[config.mk]
export PLATFORM = sky130hd
export DESIGN_NAME = pad_pull_sequencer
export DESIGN_NICKNAME = d
export VERILOG_FILES = /design/src/rtl/pullseq_pkg.sv /design/src/rtl/pullseq_regs.sv /design/src/rtl/pullseq_bank_timer.sv /design/src/rtl/pullseq_pin_cell.sv /design/src/rtl/pullseq_readback.sv /design/src/rtl/pad_pull_sequencer.sv
export SDC_FILE = /design/constraint.sdc
export NUM_CORES = 1
export LEC_CHECK = 0
export ABC_AREA = 1
export BUFFER_PORTS_ARGS = -buffer_cell sky130_fd_sc_hd__buf_2
export CORE_ASPECT_RATIO = 2
export CORE_UTILIZATION = 35
export CTS_CLUSTER_DIAMETER = 120
export DETAILED_ROUTE_END_ITERATION = 8
export MAX_ROUTING_LAYER = met4
export PLACE_DENSITY_LB_ADDON = 0.1
export SLEW_MARGIN = 30
export SYNTH_ARGS = -nofsm -noshare
export SYNTH_HDL_FRONTEND = slang
export SYNTH_HIERARCHICAL = 1
export SYNTH_SLANG_ARGS = --single-unit
[constraint.sdc]
create_clock -name clk -period 5.4 [get_ports clk]
set_input_delay 0.27 -clock clk [delete_from_list [all_inputs] [get_ports clk]]
set_output_delay 0.27 -clock clk [all_outputs]
set_load 0.02 [all_outputs]
[src/rtl/pullseq_pkg.sv]
package pullseq_pkg;

  localparam int CODE_W = 2;

  typedef enum logic [CODE_W-1:0] {
    PULL_OFF  = 2'd0,
    PULL_DOWN = 2'd1,
    PULL_UP   = 2'd2,
    PULL_RSVD = 2'd3
  } pull_e;

  // word addresses of the register port
  localparam int ADDR_CODE      = 0;
  localparam int ADDR_SETUP     = 1;
  localparam int ADDR_MASK_BASE = 4;

  // reserved code folds to off when captured
  function automatic logic [CODE_W-1:0] fold_code(input logic [CODE_W-1:0] c);
    return (pull_e'(c) == PULL_RSVD) ? PULL_OFF : c;
  endfunction

endpackage

[src/rtl/pullseq_regs.sv]
module pullseq_regs
  import pullseq_pkg::*;
#(
  parameter int NUM_PINS      = 54,
  parameter int BANK_W        = 32,
  parameter int NUM_BANKS     = 2,
  parameter int SETUP_W       = 8,
  parameter int SETUP_DEFAULT = 4,
  parameter int ADDR_W        = 3,
  parameter int DATA_W        = 32
) (
  input  logic                        clk,
  input  logic                        rst,
  input  logic                        wr_en,
  input  logic [ADDR_W-1:0]           wr_addr,
  input  logic [DATA_W-1:0]           wr_data,
  input  logic [ADDR_W-1:0]           rd_addr,
  output logic [DATA_W-1:0]           rd_data,
  output logic [CODE_W-1:0]           code_q,
  output logic [SETUP_W-1:0]          setup_q,
  output logic [NUM_BANKS*BANK_W-1:0] mask_q,
  output logic                        code_wr,
  output logic                        setup_wr,
  output logic [NUM_BANKS-1:0]        mask_wr
);

  localparam int MASK_W = NUM_BANKS * BANK_W;

  function automatic logic [MASK_W-1:0] impl_bits();
    logic [MASK_W-1:0] r;
    for (int i = 0; i < MASK_W; i++) r[i] = (i < NUM_PINS);
    return r;
  endfunction

  localparam logic [MASK_W-1:0] IMPL_MASK = impl_bits();

  // write strobes
  always_comb begin
    code_wr  = wr_en && (int'(wr_addr) == ADDR_CODE);
    setup_wr = wr_en && (int'(wr_addr) == ADDR_SETUP);
    for (int b = 0; b < NUM_BANKS; b++)
      mask_wr[b] = wr_en && (int'(wr_addr) == ADDR_MASK_BASE + b);
  end

  always_ff @(posedge clk) begin
    if (rst) begin
      code_q  <= '0;
      setup_q <= SETUP_W'(SETUP_DEFAULT);
      mask_q  <= '0;
    end else begin
      if (code_wr)  code_q  <= wr_data[CODE_W-1:0];
      if (setup_wr) setup_q <= wr_data[SETUP_W-1:0];
      for (int b = 0; b < NUM_BANKS; b++)
        if (mask_wr[b])
          mask_q[b*BANK_W +: BANK_W] <= wr_data[BANK_W-1:0] & IMPL_MASK[b*BANK_W +: BANK_W];
    end
  end

  // registered read mux
  logic [DATA_W-1:0] rd_mux;
  always_comb begin
    rd_mux = '0;
    if (int'(rd_addr) == ADDR_CODE)  rd_mux[CODE_W-1:0]  = code_q;
    if (int'(rd_addr) == ADDR_SETUP) rd_mux[SETUP_W-1:0] = setup_q;
    for (int b = 0; b < NUM_BANKS; b++)
      if (int'(rd_addr) == ADDR_MASK_BASE + b)
        rd_mux[BANK_W-1:0] = mask_q[b*BANK_W +: BANK_W];
  end

  always_ff @(posedge clk) begin
    if (rst) rd_data <= '0;
    else     rd_data <= rd_mux;
  end

  // no select bit may exist for a pin that is not built
  assert_unimpl_zero_R2: assert property (@(posedge clk) disable iff (rst)
    (mask_q & ~IMPL_MASK) == '0);

endmodule

[src/rtl/pullseq_bank_timer.sv]
module pullseq_bank_timer #(
  parameter int SETUP_W = 8
) (
  input  logic               clk,
  input  logic               rst,
  input  logic               restart,
  input  logic [SETUP_W-1:0] setup,
  output logic               armed
);

  logic [SETUP_W-1:0] cnt;

  always_ff @(posedge clk) begin
    if (rst || restart)    cnt <= '0;
    else if (cnt < setup)  cnt <= cnt + 1'b1;
  end

  assign armed = (cnt == setup);

  // a restart always opens a fresh window unless the window is empty
  assert_restart_window_R6: assert property (@(posedge clk) disable iff (rst)
    restart |=> (!armed || setup == '0));

endmodule

[src/rtl/pullseq_pin_cell.sv]
module pullseq_pin_cell
  import pullseq_pkg::*;
(
  input  logic              clk,
  input  logic              rst,
  input  logic              sel,
  input  logic              armed,
  input  logic [CODE_W-1:0] code,
  output logic [CODE_W-1:0] state
);

  always_ff @(posedge clk) begin
    if (rst)                state <= PULL_OFF;
    else if (sel && armed)  state <= fold_code(code);
  end

  // an unselected pin holds
  assert_hold_unselected_R4: assert property (@(posedge clk) disable iff (rst)
    !sel |=> $stable(state));

  // the reserved code never reaches a pad
  assert_no_reserved_R5: assert property (@(posedge clk) disable iff (rst)
    state != PULL_RSVD);

endmodule

[src/rtl/pullseq_readback.sv]
module pullseq_readback
  import pullseq_pkg::*;
#(
  parameter int NUM_PINS = 54,
  parameter int IDX_W    = 6
) (
  input  logic                       clk,
  input  logic                       rst,
  input  logic [IDX_W-1:0]           pin_idx,
  input  logic [CODE_W*NUM_PINS-1:0] states,
  output logic [CODE_W-1:0]          rb_pull
);

  logic [CODE_W-1:0] pick;
  always_comb begin
    pick = '0;
    for (int i = 0; i < NUM_PINS; i++)
      if (int'(pin_idx) == i) pick = states[CODE_W*i +: CODE_W];
  end

  always_ff @(posedge clk) begin
    if (rst) rb_pull <= '0;
    else     rb_pull <= pick;
  end

  // an index past the last pin returns zero
  assert_rb_range_R8: assert property (@(posedge clk) disable iff (rst)
    (int'(pin_idx) >= NUM_PINS) |=> (rb_pull == '0));

endmodule

[src/rtl/pad_pull_sequencer.sv]
module pad_pull_sequencer
  import pullseq_pkg::*;
#(
  parameter int NUM_PINS      = 54,
  parameter int BANK_W        = 32,
  parameter int SETUP_W       = 8,
  parameter int SETUP_DEFAULT = 4,
  parameter int ADDR_W        = 3,
  parameter int DATA_W        = 32
) (
  input  logic                                      clk,
  input  logic                                      rst,
  input  logic                                      wr_en,
  input  logic [ADDR_W-1:0]                         wr_addr,
  input  logic [DATA_W-1:0]                         wr_data,
  input  logic [ADDR_W-1:0]                         rd_addr,
  output logic [DATA_W-1:0]                         rd_data,
  input  logic [$clog2(((NUM_PINS+BANK_W-1)/BANK_W)*BANK_W)-1:0] rb_pin,
  output logic [1:0]                                rb_pull,
  output logic [2*NUM_PINS-1:0]                     pull_state
);

  localparam int NUM_BANKS = (NUM_PINS + BANK_W - 1) / BANK_W;
  localparam int MASK_W    = NUM_BANKS * BANK_W;
  localparam int IDX_W     = $clog2(MASK_W);

  logic [CODE_W-1:0]    code_q;
  logic [SETUP_W-1:0]   setup_q;
  logic [MASK_W-1:0]    mask_q;
  logic                 code_wr;
  logic                 setup_wr;
  logic [NUM_BANKS-1:0] mask_wr;
  logic [NUM_BANKS-1:0] armed;

  pullseq_regs #(
    .NUM_PINS(NUM_PINS), .BANK_W(BANK_W), .NUM_BANKS(NUM_BANKS),
    .SETUP_W(SETUP_W), .SETUP_DEFAULT(SETUP_DEFAULT),
    .ADDR_W(ADDR_W), .DATA_W(DATA_W)
  ) regs_i (
    .clk(clk), .rst(rst), .wr_en(wr_en), .wr_addr(wr_addr), .wr_data(wr_data),
    .rd_addr(rd_addr), .rd_data(rd_data), .code_q(code_q), .setup_q(setup_q),
    .mask_q(mask_q), .code_wr(code_wr), .setup_wr(setup_wr), .mask_wr(mask_wr)
  );

  // one setup counter per bank; code or setup writes restart all of them
  for (genvar b = 0; b < NUM_BANKS; b++) begin : g_bank
    pullseq_bank_timer #(.SETUP_W(SETUP_W)) timer_i (
      .clk(clk), .rst(rst),
      .restart(code_wr | setup_wr | mask_wr[b]),
      .setup(setup_q),
      .armed(armed[b])
    );
  end

  for (genvar i = 0; i < NUM_PINS; i++) begin : g_pin
    pullseq_pin_cell cell_i (
      .clk(clk), .rst(rst),
      .sel(mask_q[i]),
      .armed(armed[i / BANK_W]),
      .code(code_q),
      .state(pull_state[CODE_W*i +: CODE_W])
    );

    // a pad only moves after its bank finished a full setup window
    assert_no_early_capture_R3: assert property (@(posedge clk) disable iff (rst)
      !$stable(pull_state[CODE_W*i +: CODE_W]) |-> ($past(armed[i / BANK_W]) && $past(mask_q[i])));
  end

  pullseq_readback #(.NUM_PINS(NUM_PINS), .IDX_W(IDX_W)) rb_i (
    .clk(clk), .rst(rst), .pin_idx(rb_pin), .states(pull_state), .rb_pull(rb_pull)
  );

endmodule

==> summary.txt <==
core area = 31,500 um2
CP Data Required Time = 5.85 ns
largest net degree at the start of global routing = 74
relative slew slack = 0.351
Worst R2R End = rb_i/rb_pull[1]
net load switching power = 937 uW
Worst Path Max Fanout = 12
Post-DP Area = 12,600 um2
CTS Buffer Depth = 3
Initial Util = 0.355
nets = 2,070
Combinational Power Share = 0.082
Max Slew Vio Count = 0
layout cells sized above 1 = 0.162
CTS H-tree lvls = 1
first-pass GRT wire length = 60,300 um
GP Congestion = 0.925
vias in the first global route = 10,700
DRC = 0
Hold Path End = regs_i/mask_q[7]
Post-DP HPWL = 30,600 um
VDD IR max = 0.208 mV
Via density = 4.62
remaining global-route overflow = 0
power consumption = 3520 uW
Num CTS Buffers = 23
Filler Cell Count = 3,500
Max-cap violations = 0
setup_tns = 0 ns
Gate Count Post-Synth = 1,797
switch share = 0.266
Final min period = 3.39 ns
Antenna Violating Nets Remaining = 0
total internal power = 2590 uW
Final Hold Viols = 0
# setup viols final = 0
RSZ-0062 raised after global routing = false
Hold Path Cell Cnt = 3
Worst-Margin Slew = 0.973 ns
register share of total power = 0.483
Synth Warn # = 6
number of vias in the routed layout = 11,300
Clk pwr share = 0.435
area grow syn2layout = 20.1%
multi-input logic area = 5410 um2
Die Ht = 255 um
worst min-delay path class = input pin to flop
CTS tree = yes
Leak = 0.00678 uW
IO buf count = 188
die area = 32,700 um2
Min-Delay Startpoint = wr_data[7]
Crit path top cell by count = nor2_1
Top-Level Pins = 189
initial antenna violation count = 1
Routed WL = 40,200 um
crit share post-route = 0.628
Worst EP arrival = 3.84 ns
Largest stage delay, worst path = 0.31 ns
status = finished, final reports clean
# resized after CTS = 0
root buffer cell = clkbuf_16
Crit Path Class = input pin to flop
post-synth net total = 1,862
PwrDens = 262 nW/um2
Startpoint Class = input pin
drt first-iter violations = 512
Die X-Extent = 128 um
post-CTS repair timing setup buffer count = 0
f_max = 295 MHz
DRT Pass-1 Iters = 5
Critical R2R Launch = g_pin[1].cell_i/state[1]
later-pin clock latency in the skew report = 0.54 ns
CP endpoint kind = flop
Wirelength per Cell = 16.4 um
Netlist Area Pre-Place = 11,200 um2
syn avg cell area = 6.23 um2
gr usage total = 0.253
Rows = 92
Post-Route Skew = 0.0257 ns
# clock sinks = 222
Finished Cell Area = 13,400 um2
Max stage delay cell, worst path = inv_1
Reg2Reg Depth = 30
Reg clk slew, reported paths = 0.07 ns
R2R setup slack = 2.15 ns
Reg area = 4450 um2
## worst max-delay path, delay by kind of cell
family,cells,cell delay (ns)
buf+inv,4,0.63
simple gates,31,2.92
## per-stage QoR
step	util	setup WS, ns	hold slack (ns)	instances
after CTS	0.426	2.05	0.000296	2445
after global routing	0.426	1.49	0.0178	2446
after floorplan	-	1.08	0.339	1797
after detailed placement	0.399	1.51	0.448	2389
final	0.426	2.01	0.0145	2446
after global placement	0.399	1.55	0.445	2388
## state kept, by name, indices dropped and copies added (netlist names)
name	count
regs_i/rd_data	32
rb_i/rb_pull	2
regs_i/code_q	2
regs_i/setup_q	8
regs_i/mask_q	54
g_pin.cell_i/state	108
g_bank.timer_i/cnt	16
## how the worst max path moves through the flow
stage | startpoint | endpoint | cells after the start
5_1_grt | rb_pin[4] | rb_i/rb_pull[1] | 35
3_3_place_gp | rb_pin[4] | rb_i/rb_pull[1] | 35
2_1_floorplan | regs_i/setup_q[3] | g_pin[0].cell_i/state[1] | 9
4_1_cts | rb_pin[4] | rb_i/rb_pull[1] | 35
6_report | rb_pin[4] | rb_i/rb_pull[1] | 35
3_5_place_dp | rb_pin[4] | rb_i/rb_pull[1] | 35
## metal layers
| metal | vias to the layer above | GRT usage | share of wire |
|---|---|---|---|
| met1 | 5099 | 0.235 | 0.35 |
| met5 | - | - | 0 |
| met3 | 80 | 0.0309 | 0.040 |
| met4 | 0 | 0.148 | 0.061 |
| met2 | 254 | 0.488 | 0.55 |
| li1 | 5856 | - | - |
## cell usage in the layout (no fill, tap or decap), drive strengths merged
master	n
nand2	465
diode	1
ha	18
or2	2
clkinvlp	1
dlygate4sd3	14
nor3	4
clkinv	14
nand3	51
xor2	2
dfxtp	222
nor2	469
a21oi	103
o21ai	75
inv	311
nand4	29
buf	198
nor3b	1
and3	12
clkbuf	31
## final cells by class
class | count | area share
clock buffer | 31 | 0.0473
timing repair buffer | 212 | 0.0863
inverter | 315 | 0.0880
multi-input combinational | 1231 | 0.402
tap | 423 | 0.0394
antenna | 1 | 0.000186
clock inverter | 11 | 0.00512
sequential | 222 | 0.331
## power groups by stage
stage	clock, uW	combinational (uW)	sequential [uW]
floorplan	0	171	1740
global placement	0	279	1740
detailed placement	0	281	1740
CTS	1580	290	1700
global route	1640	325	1710
finish	1530	287	1700
## what timing repair did
action,in CTS,in global routing
hold buffers,14,0
setup endpoints to repair,0,0
hold endpoints to repair,19,0
Power figures use the tool's default switching activity.
